===== src/rtl/adc_seq_pkg.sv =====
package adc_seq_pkg;

  typedef enum logic [1:0] {PH_IDLE, PH_START, PH_BASE} phase_e;

  localparam logic [2:0] A_CTRL = 3'd0;
  localparam logic [2:0] A_CFG  = 3'd1;
  localparam logic [2:0] A_GCTL = 3'd2;
  localparam logic [2:0] A_STAT = 3'd3;
  localparam logic [2:0] A_RES  = 3'd4;

  typedef struct packed {
    logic       ovwr;
    logic [1:0] avgsel;
    logic       lsmp;
    logic [1:0] sts;
    logic [1:0] res;
  } cfg_t;

  function automatic logic [5:0] lst_adder(input logic lsmp, input logic [1:0] sts);
    if (!lsmp) return 6'd3 + {3'd0, sts, 1'b0};
    else if (sts == 2'd3) return 6'd25;
    else return 6'd13 + {2'd0, sts, 2'b00};
  endfunction

  function automatic logic [2:0] avg_log(input logic en, input logic [1:0] sel);
    return en ? (3'd2 + {1'b0, sel}) : 3'd0;
  endfunction

endpackage


===== src/rtl/adc_seq_timer.sv =====
module adc_seq_timer
  import adc_seq_pkg::*;
#(
  parameter int START_ADD = 6,
  parameter int CNT_W     = 6,
  parameter int IDX_W     = 6
) (
  input  logic             clk,
  input  logic             rst_n,
  input  logic             tick,
  input  logic             start,
  input  logic             stop,
  input  logic             cont,
  input  logic [CNT_W-1:0] blen_in,
  input  logic [2:0]       nlog_in,
  output logic             busy,
  output logic             strobe,
  output logic             first,
  output logic             last,
  output logic [2:0]       nlog_q
);

  phase_e           phase_q;
  logic [CNT_W-1:0] cnt_q, blen_q;
  logic [IDX_W-1:0] idx_q;
  logic             n_last, base_end;

  assign n_last   = idx_q == ((IDX_W'(1) << nlog_q) - IDX_W'(1));
  assign base_end = cnt_q == blen_q - CNT_W'(1);
  assign busy     = phase_q != PH_IDLE;
  assign strobe   = (phase_q == PH_BASE) && tick && base_end;
  assign first    = strobe && (idx_q == '0);
  assign last     = strobe && n_last;

  always_ff @(posedge clk or negedge rst_n) begin
    if (!rst_n) begin
      phase_q <= PH_IDLE;
      cnt_q   <= '0;
      idx_q   <= '0;
      blen_q  <= CNT_W'(1);
      nlog_q  <= '0;
    end else if (start) begin
      phase_q <= PH_START;
      cnt_q   <= '0;
      idx_q   <= '0;
      blen_q  <= blen_in;
      nlog_q  <= nlog_in;
    end else if (stop) begin
      phase_q <= PH_IDLE;
      cnt_q   <= '0;
    end else if (tick) begin
      case (phase_q)
        PH_START: begin
          if (cnt_q == CNT_W'(START_ADD - 1)) begin
            phase_q <= PH_BASE;
            cnt_q   <= '0;
          end else begin
            cnt_q <= cnt_q + CNT_W'(1);
          end
        end
        PH_BASE: begin
          if (base_end) begin
            cnt_q <= '0;
            if (n_last) begin
              idx_q <= '0;
              if (cont) begin
                phase_q <= PH_START;
                blen_q  <= blen_in;
                nlog_q  <= nlog_in;
              end else begin
                phase_q <= PH_IDLE;
              end
            end else begin
              idx_q <= idx_q + IDX_W'(1);
            end
          end else begin
            cnt_q <= cnt_q + CNT_W'(1);
          end
        end
        default: cnt_q <= '0;
      endcase
    end
  end


  restart_chk: assert property (@(posedge clk) disable iff (!rst_n)
    start |=> (phase_q == PH_START && cnt_q == '0));


  stop_chk: assert property (@(posedge clk) disable iff (!rst_n)
    (stop && !start) |=> (phase_q == PH_IDLE));


  bound_chk: assert property (@(posedge clk) disable iff (!rst_n)
    (phase_q == PH_BASE) |-> (cnt_q < blen_q));

endmodule


===== src/rtl/adc_seq_accum.sv =====
module adc_seq_accum #(
  parameter int SAMPLE_W = 12,
  parameter int MAX_LOG  = 5
) (
  input  logic                clk,
  input  logic                rst_n,
  input  logic                strobe,
  input  logic                first,
  input  logic [2:0]          nlog,
  input  logic [SAMPLE_W-1:0] sample,
  output logic [SAMPLE_W-1:0] avg
);

  localparam int ACC_W = SAMPLE_W + MAX_LOG;

  logic [ACC_W-1:0] acc_q, sum, shifted;
  logic             unused_hi;

  assign sum       = (first ? '0 : acc_q) + ACC_W'(sample);
  assign shifted   = sum >> nlog;
  assign avg       = shifted[SAMPLE_W-1:0];
  assign unused_hi = ^shifted[ACC_W-1:SAMPLE_W];

  always_ff @(posedge clk or negedge rst_n) begin
    if (!rst_n)      acc_q <= '0;
    else if (strobe) acc_q <= sum;
  end


  load_chk: assert property (@(posedge clk) disable iff (!rst_n)
    (strobe && first) |=> (acc_q == ACC_W'($past(sample))));

endmodule


===== src/rtl/adc_seq_regs.sv =====
module adc_seq_regs
  import adc_seq_pkg::*;
#(
  parameter int SAMPLE_W = 12,
  parameter int BASE_T   = 25,
  parameter int CNT_W    = 6
) (
  input  logic                clk,
  input  logic                rst_n,
  input  logic                wr,
  input  logic                rd,
  input  logic [2:0]          addr,
  input  logic [15:0]         wdata,
  output logic [15:0]         rdata,
  input  logic                busy,
  input  logic                finish,
  input  logic [SAMPLE_W-1:0] avg,
  output logic                start,
  output logic                stop,
  output logic                cont,
  output logic [CNT_W-1:0]    blen,
  output logic [2:0]          nlog,
  output logic                irq
);

  localparam logic [4:0] CH_OFF = 5'h1F;

  logic [4:0]          chan_q;
  logic                ie_q, avg_en_q, cont_q, done_q;
  cfg_t                cfg_q;
  logic [SAMPLE_W-1:0] result_q, mask;
  logic                wr_ctrl, rd_res, unused_wbits;

  assign unused_wbits = ^wdata[15:8];
  assign wr_ctrl = wr && addr == A_CTRL;
  assign rd_res  = rd && addr == A_RES;
  assign start   = wr_ctrl && wdata[4:0] != CH_OFF;
  assign stop    = wr_ctrl && wdata[4:0] == CH_OFF;
  assign cont    = cont_q;
  assign blen    = CNT_W'(BASE_T) + CNT_W'(lst_adder(cfg_q.lsmp, cfg_q.sts));
  assign nlog    = avg_log(avg_en_q, cfg_q.avgsel);
  assign irq     = done_q && ie_q;

  always_comb begin
    case (cfg_q.res)
      2'd0:    mask = {{4{1'b0}}, {(SAMPLE_W-4){1'b1}}};
      2'd1:    mask = {{2{1'b0}}, {(SAMPLE_W-2){1'b1}}};
      default: mask = '1;
    endcase
  end

  always_ff @(posedge clk or negedge rst_n) begin
    if (!rst_n) begin
      chan_q   <= CH_OFF;
      ie_q     <= 1'b0;
      cfg_q    <= '0;
      avg_en_q <= 1'b0;
      cont_q   <= 1'b0;
    end else if (wr) begin
      case (addr)
        A_CTRL: begin chan_q <= wdata[4:0]; ie_q <= wdata[7]; end
        A_CFG:  cfg_q <= cfg_t'(wdata[7:0]);
        A_GCTL: begin avg_en_q <= wdata[0]; cont_q <= wdata[1]; end
        default: ;
      endcase
    end
  end

  always_ff @(posedge clk or negedge rst_n) begin
    if (!rst_n) begin
      done_q   <= 1'b0;
      result_q <= '0;
    end else if (finish) begin
      done_q <= 1'b1;
      if (!done_q || cfg_q.ovwr) result_q <= avg & mask;
    end else if (rd_res) begin
      done_q <= 1'b0;
    end
  end

  always_comb begin
    rdata = '0;
    case (addr)
      A_CTRL: rdata = {8'd0, ie_q, 2'b00, chan_q};
      A_CFG:  rdata = {8'd0, cfg_q};
      A_GCTL: rdata = {14'd0, cont_q, avg_en_q};
      A_STAT: rdata = {14'd0, busy, done_q};
      A_RES:  rdata = 16'(result_q);
      default: rdata = '0;
    endcase
  end


  done_set_chk: assert property (@(posedge clk) disable iff (!rst_n)
    finish |=> done_q);


  rd_clear_chk: assert property (@(posedge clk) disable iff (!rst_n)
    (rd_res && !finish) |=> !done_q);


  hold_chk: assert property (@(posedge clk) disable iff (!rst_n)
    (done_q && !cfg_q.ovwr) |=> $stable(result_q));

endmodule


===== src/rtl/adc_seq_core.sv =====
module adc_seq_core #(
  parameter int SAMPLE_W  = 12,
  parameter int START_ADD = 6,
  parameter int BASE_T    = 25,
  parameter int MAX_LOG   = 5
) (
  input  logic                clk,
  input  logic                rst_n,
  input  logic                adc_tick,
  input  logic                bus_wr,
  input  logic                bus_rd,
  input  logic [2:0]          bus_addr,
  input  logic [15:0]         bus_wdata,
  output logic [15:0]         bus_rdata,
  input  logic [SAMPLE_W-1:0] sample_in,
  output logic                irq
);

  localparam int CNT_W = $clog2(BASE_T + 25 + 1);
  localparam int IDX_W = MAX_LOG + 1;

  logic             start, stop, cont, busy, strobe, first, last;
  logic [CNT_W-1:0] blen;
  logic [2:0]       nlog_cfg, nlog_run;
  logic [SAMPLE_W-1:0] avg;

  adc_seq_regs #(.SAMPLE_W(SAMPLE_W), .BASE_T(BASE_T), .CNT_W(CNT_W)) u_regs (
    .clk(clk), .rst_n(rst_n), .wr(bus_wr), .rd(bus_rd), .addr(bus_addr),
    .wdata(bus_wdata), .rdata(bus_rdata), .busy(busy), .finish(last),
    .avg(avg), .start(start), .stop(stop), .cont(cont), .blen(blen),
    .nlog(nlog_cfg), .irq(irq)
  );

  adc_seq_timer #(.START_ADD(START_ADD), .CNT_W(CNT_W), .IDX_W(IDX_W)) u_timer (
    .clk(clk), .rst_n(rst_n), .tick(adc_tick), .start(start), .stop(stop),
    .cont(cont), .blen_in(blen), .nlog_in(nlog_cfg), .busy(busy),
    .strobe(strobe), .first(first), .last(last), .nlog_q(nlog_run)
  );

  adc_seq_accum #(.SAMPLE_W(SAMPLE_W), .MAX_LOG(MAX_LOG)) u_accum (
    .clk(clk), .rst_n(rst_n), .strobe(strobe), .first(first),
    .nlog(nlog_run), .sample(sample_in), .avg(avg)
  );

endmodule


===== config.mk =====
export PLATFORM = sky130hd
export DESIGN_NAME = adc_seq_core
export DESIGN_NICKNAME = d
export VERILOG_FILES = /design/src/rtl/adc_seq_pkg.sv /design/src/rtl/adc_seq_timer.sv /design/src/rtl/adc_seq_accum.sv /design/src/rtl/adc_seq_regs.sv /design/src/rtl/adc_seq_core.sv
export SDC_FILE = /design/constraint.sdc
export NUM_CORES = 1
export LEC_CHECK = 0
export ABC_AREA = 1
export BUFFER_PORTS_ARGS = -buffer_cell sky130_fd_sc_hd__buf_2
export CORE_ASPECT_RATIO = 0.8
export CORE_MARGIN = 10
export CORE_UTILIZATION = 60
export CTS_CLUSTER_DIAMETER = 150
export DETAILED_ROUTE_END_ITERATION = 16
export PLACE_DENSITY = 0.81
export SYNTH_ARGS = -nofsm -noshare
export SYNTH_HDL_FRONTEND = slang
export SYNTH_SLANG_ARGS = --single-unit

===== constraint.sdc =====
create_clock -name clk -period 7.94 [get_ports clk]
set_clock_uncertainty 0.15 [all_clocks]
set_input_delay 0.794 -clock clk [delete_from_list [all_inputs] [get_ports clk]]
set_output_delay 0.794 -clock clk [all_outputs]
set_load 0.03 [all_outputs]

# Yosys cells after proc, flatten, opt, wreduce, memory -nomap -nowiden

Index checks and enable logic that the tools add are counted.

Bits of input ports: 36
Memories: 0
Bits in latches: 0
RAM bits: 0
Output and inout bits: 17
Logic and storage cells: 118
Bits in registers: 69
Memory bits (read-only): 0

Add/sub/neg operators: 9
Equal/unequal tests: 17
Multiplexer cells: 42
Bitwise operators: 1
$lt $le $gt $ge: 0
$mul: 0
Reduce and logical (&&, ||, !) cells: 30
Divide/modulo/power cells: 0
Shifts and indexed selects: 2

Operators with widths:

| kind                                                                    | count |
|---|---|
| 6-bit two-way mux                                                       | 20 |
| 12-bit case mux with 5 select lines                                     | 1 |
| 3-bit two-way mux                                                       | 8 |
| 12-bit case mux with 2 select lines                                     | 1 |
| 17-bit by 12-bit adder with 17-bit output                               | 1 |
| 17-bit two-way mux                                                      | 1 |
| 17-bit by 3-bit right shift with 12-bit output                          | 1 |
| 2-bit nonzero test                                                      | 7 |
| 6-bit by 1-bit adder with 6-bit output, second input constant           | 2 |
| 12-bit AND                                                              | 1 |
| 6-bit == test                                                           | 2 |
| 2-bit two-way mux                                                       | 6 |
| 4-bit by 3-bit inequality test with 1-bit output, second input constant | 3 |
| 6-bit case mux with 2 select lines                                      | 1 |
| 6-bit by 1-bit subtractor with 6-bit output, second input constant      | 2 |
| 1-bit logical AND                                                       | 9 |
| 2-bit AND reduction                                                     | 4 |
| 5-bit by 6-bit adder with 6-bit output, first input constant            | 1 |
| 3-bit by 2-bit == test with 1-bit output, second input constant         | 2 |
| 6-bit by 3-bit == test with 1-bit output, second input constant         | 1 |
| 6-bit zero test                                                         | 1 |
| 6-bit AND reduction                                                     | 1 |
| 1-bit by 3-bit left shift with 6-bit output, first input constant       | 1 |
| 4-bit by 4-bit adder with 5-bit output, first input constant            | 1 |
| other kinds (19)                                                        | 23 |

# Logic depth before layout (Yosys ltp)

Depth in word-level cells: 11
Mapped depth: 32
Mapped depth without buffers: 30

# By module

A second synthesis with hierarchy kept.

Cells, all modules: 828
Area, all modules: 5,601.6 um2

Modules (own cells, without submodules):

| module        | sequential area each (um2) | instances | area each (um2) | cells an instance |
|---|---|---|---|---|
| adc_seq_accum | 425.4                      | 1         | 2,233.4         | 393 |
| adc_seq_timer | 576.8                      | 1         | 1,715.4         | 226 |
| adc_seq_regs  | 732.0                      | 1         | 1,652.8         | 209 |

# Least setup slack after synthesis

OpenSTA, ideal clock, no wires.

Path kind: flip-flop to flip-flop
Start point: register u_timer.blen_q[0]
End point: register u_regs.result_q[7]
Data arrival time: 3.606 ns
Required time: 7.663 ns
Stages on the path, launching flop included: 26
Clock period less this slack: 3.883 ns
Slack: 4.057 ns
Cells stage by stage: dfstp_2 -> inv_1 -> ha_1 -> inv_1 -> nand2_1 -> nand2_1 -> nor2_2 -> nand3_2 -> nor2_4 -> nand4_1 -> buf_2 -> buf_1 -> nand2_1 -> inv_1 -> ha_1 -> a21oi_1 -> nand2_1 -> a21oi_1 -> o21ai_0 -> xnor2_1 -> o21ai_0 -> or2_2 -> nand2_1 -> nand2_1 -> nand2_1 -> o21ai_0

Longest elaborated chain between the ends: 8
Elaborated cells between the ends (all ways): 10
Classes of those cells: 2 x add/sub; 1 x eq/ne; 1 x shift; 1 x mux; 1 x bitwise; 4 x reduce/logical

RTL lines:

| what                                           | line                | text |
|---|---|---|
| start, declared                                | adc_seq_timer.sv:24 | `logic [CNT_W-1:0] cnt_q, blen_q;` |
| start signal, assigned                         | adc_seq_timer.sv:46 | `blen_q <= blen_in;` |
| start signal, assigned                         | adc_seq_timer.sv:68 | `blen_q <= blen_in;` |
| 6-bit by 1-bit subtractor with 6-bit output *  | adc_seq_timer.sv:29 | `assign base_end = cnt_q == blen_q - CNT_W'(1);` |
| 6-bit == test *                                | adc_seq_timer.sv:29 |  |
| 1-bit logical AND *                            | adc_seq_timer.sv:31 | `assign strobe = (phase_q == PH_BASE) && tick && base_end;` |
| 1-bit logical AND                              | adc_seq_timer.sv:32 | `assign first = strobe && (idx_q == '0);` |
| 17-bit two-way mux                             | adc_seq_accum.sv:19 | `assign sum = (first ? '0 : acc_q) + ACC_W'(sample);` |
| 17-bit by 12-bit adder with 17-bit output      | adc_seq_accum.sv:19 |  |
| 17-bit by 3-bit right shift with 12-bit output | adc_seq_accum.sv:20 | `assign shifted = sum >> nlog;` |
| 12-bit AND                                     | adc_seq_regs.sv:75  | `if (!done_q \|\| cfg_q.ovwr) result_q <= avg & mask;` |
| end signal, assigned                           | adc_seq_regs.sv:75  |  |
| end, declared                                  | adc_seq_regs.sv:31  | `logic [SAMPLE_W-1:0] result_q, mask;` |

Every way passes the cells marked *; elsewhere a longest branch is shown, timed or not.
A chain may end at the register's enable or synchronous reset.

# Worst setup path in the final report

Start point: register u_timer.blen_q[0]
End point: register u_regs.result_q[5]

Same word-level chain as after synthesis.

==> results.md <==
* Slowest stage delay, CP at 720 ps
* Setup Buffers After CTS at 0
* # IOs at 53
* Port bufs at 40
* Most frequent cell after synthesis: nand2_1
* GR Util met1 at 25.4%
* Min-delay worst type: register to register
* Initial Util at 61.9%
* Compound-Gate Fraction of Synth Area at 12.0%
* Fraction of layout cells with a size suffix above 1 at 11.9%
* Height of the chip at 101 um
* Largest net degree at the start of global routing at 70
* Rows at 29
* Routability cong. at 0.882
* Mux cell area share after synthesis at 0.430%
* H-tree depth at 3
* Global-route met2 utilization at 33.0%
* Crit start category: register
* Max Fanout on Critical Path at 22
* Post-synth EDFFs at 0
* Arr. time, crit path at 5090 ps
* Wire per inst at 13.8 um
* Synth Warn # at 0
* Delay-heaviest family, CP: simple AND/OR/NAND/NOR gates
* Simple-gate area share of the yosys netlist at 32.3%
* All-Layer GR Usage at 20.0%
* N_diodes at 0
* Final Hold Fails at 0
* CP Capture Point: u_regs.result_q[5]
* P_leak at 2.90 nW
* Critical R2R Capture: u_regs.result_q[5]
* RSZ-0062 raised after global routing: false
* Worst Setup SP: u_timer.blen_q[0]
* Initial antenna violation count at 0
* FF-to-FF Start: u_timer.blen_q[0]
* CP Capture Type: register
* Chip width at 121 um
* Residual DRC count at 0
* Status: finished, final reports clean
* Mapped Cells at 709
* Worst-Margin Slew at 934 ps
* Achievable frequency at 200 MHz
* Peak VDD IR at 0.157 mV
* Post-synth top area cell: dfrtp_1
* Synth-to-layout area growth at 8.99%
* Antenna Nets Post-Route at 0
* First-pass GRT wire length at 20500 um
* Required time worst endpoint at 8020 ps
* CTS sink cnt at 69
* PwrDens at 232 nW/um^2
* Final period utilization at 63.1%
* Setup-failing EPs final at 0
* Clock latency on the worst-skew pair at 350 ps
* R2R setup slack at 2930 ps
* FF-to-FF path depth at 22
* Fin. max-slew vios at 0
* Vias at 4722
* Mean Syn Cell Area at 6.97 um^2
* Synth cell types at 44
* Largest family of logic cells by synthesized area: simple AND/OR/NAND/NOR gates
* Cell mode on critical path: nand2_1
* Setup TNS at 0 ps
* Top_reg_cell synth: dfrtp_1
* Overflow after GRT at 0
* Post-DP HPWL at 8940 um
* Synthesized cell area at 4940 um^2
* Crit Path Class: register to register
* Final Critical Period at 5010 ps
* Die area at 12300 um^2
* Post-synth ARST share at 100%
* Synth cell count leaders: 215 x nand2_1, 82 x inv_1, 80 x nand3_1
* Vias in the first global route at 4523
* Reg clk slew, reported paths at 80 ps
* Slowest-stage cell, CP: nand4_1
* Clock root cell: clkbuf_8
* TritonRoute pass-1 iters at 5
* GRT Max-Usage Layer: met2
* Core footprint at 7980 um^2
* Longest Clk Path Bufs at 2
* NumNets Final at 803
* TritonCTS clock tree: built
* Rel. slew slack at 37.6%
* Adder-Cell Fraction of Synth Area at 6.48%
* DRT iter0 DRCs at 327
* Drt total wl at 11800 um
* Min Hold Slack at 330 ps
* Largest cells by area after synthesis: dfrtp_1 32%, nand2_1 16%, nand3_1 8.1%
* Seq/Total Area, Yosys at 35.1%
* CTS buffer count at 9
* Hold buffers post-CTS at 0
* XOR/XNOR share of the synthesized area at 4.08%
* Synthesized flop and latch total at 69
* Cell depth of the worst setup path at 22
* Post-synth top area share at 31.9%
* Via density per instance at 5.52
* Post-CTS sizing at 0
* Critical-path cell list: inv_1 > ha_1 > inv_1 > nand2_1 > nand2_1 > nor2_2 > nand3_2 > nor2_4 > nand4_1 > nand2_1 > inv_1 > ha_1 > fa_1 > nand3_1 > nand2_1 > a21boi_0 > xor2_1 > nand2_1 > o21ai_0 > o21ai_0 > o21ai_0 > o21ai_0
* GRT met3 Usage at 5.56%
* Critical path buffers and inverters at 3
* Max_cap viols at 0
-- kinds of logic after synthesis --
group	after synthesis
other	1
muxes	2
xor gates and xnor gates	23
and+or+nand+nor	368
adders and majority gates	25
buffers and inverters	114
DFF	69
AOI/OAI and AO/OA	107
-- per-layer routing --
layer  vias up  share of wire (%)
met1      2218                 45
met2       141                 47
met3         8                6.8
li1       2355                  -
met5         -                  0
met4         0               0.73
-- power breakdown --
group	internal, mW	total, mW	switching, mW
Sequential	0.412	0.473	0.0609
Clock	0.177	0.318	0.141
Combinational	0.165	0.456	0.291
-- worst reg2reg max path, stage by stage, from the launching register on --
cell	delay, ps
dfstp_2	580
inv_1	90
ha_1	330
inv_1	50
nand2_1	70
nand2_1	60
nor2_2	110
nand3_2	80
nor2_4	140
nand4_1	720
nand2_1	240
inv_1	60
ha_1	210
fa_1	430
nand3_1	110
nand2_1	140
a21boi_0	300
xor2_1	260
nand2_1	70
o21ai_0	150
o21ai_0	170
o21ai_0	280
o21ai_0	110
-- flip-flops by register name (all words and copies together) (netlist names), 2 cells and up --
signal / cells
u_timer.phase_q: 2
u_accum.acc_q: 17
u_regs.result_q: 12
u_timer.cnt_q: 6
u_regs.cfg_q: 8
u_timer.blen_q: 6
u_regs.chan_q: 5
u_timer.nlog_q: 3
u_timer.idx_q: 6
-- how the worst min path moves through the flow --
| stage | from | cells after the start | slack (ps) | endpoint |
|---|---|---|---|---|
| 2_1_floorplan | u_accum.acc_q[0] | 2 | 290 | u_accum.acc_q[0] |
| 3_3_place_gp | u_accum.acc_q[0] | 2 | 300 | u_accum.acc_q[0] |
| 3_5_place_dp | u_accum.acc_q[1] | 2 | 320 | u_accum.acc_q[1] |
| 4_1_cts | u_accum.acc_q[1] | 2 | 340 | u_accum.acc_q[1] |
| 5_1_grt | u_accum.acc_q[10] | 2 | 360 | u_accum.acc_q[10] |
| 6_report | u_accum.acc_q[1] | 2 | 330 | u_accum.acc_q[1] |
-- stage by stage --
| stage | power [mW] | cell area [um^2] | utilization, % | setup WS [ps] | std cells |
|---|---|---|---|---|---|
| after floorplan | 0.815 | 4950 | - | 4060 | 712 |
| after global placement | 0.904 | 5170 | 64.8 | 3180 | 839 |
| after detailed placement | 0.925 | 5170 | 64.8 | 3040 | 839 |
| after CTS | 1.25 | 5390 | 67.5 | 2970 | 855 |
| after global routing | 1.34 | 5390 | 67.5 | 2460 | 855 |
| final | 1.25 | 5390 | 67.5 | 2930 | 855 |
-- area by class of cell --
| class | instances | area [um^2] |
|---|---|---|
| repair buffers | 41 | 208 |
| clock buffers | 10 | 128 |
| inverters | 92 | 345 |
| multi-input cells | 529 | 2750 |
| clock inverters | 6 | 87.6 |
| well taps | 108 | 135 |
| flip-flops and latches | 69 | 1730 |
| fillers | 716 | 2600 |
-- layout by cell type, fill, tap and decap left out, drive strengths merged, types with 12 or more instances in the layout --
cell / Yosys / routed
nand2: 219 / 219
inv: 91 / 91
nand3: 82 / 82
dfrtp: 63 / 63
o21ai: 63 / 63
nor2: 47 / 47
buf: 12 / 41
ha: 24 / 24
a21oi: 24 / 24
xor2: 12 / 12
Note: power is estimated with default switching activity, not from simulation.
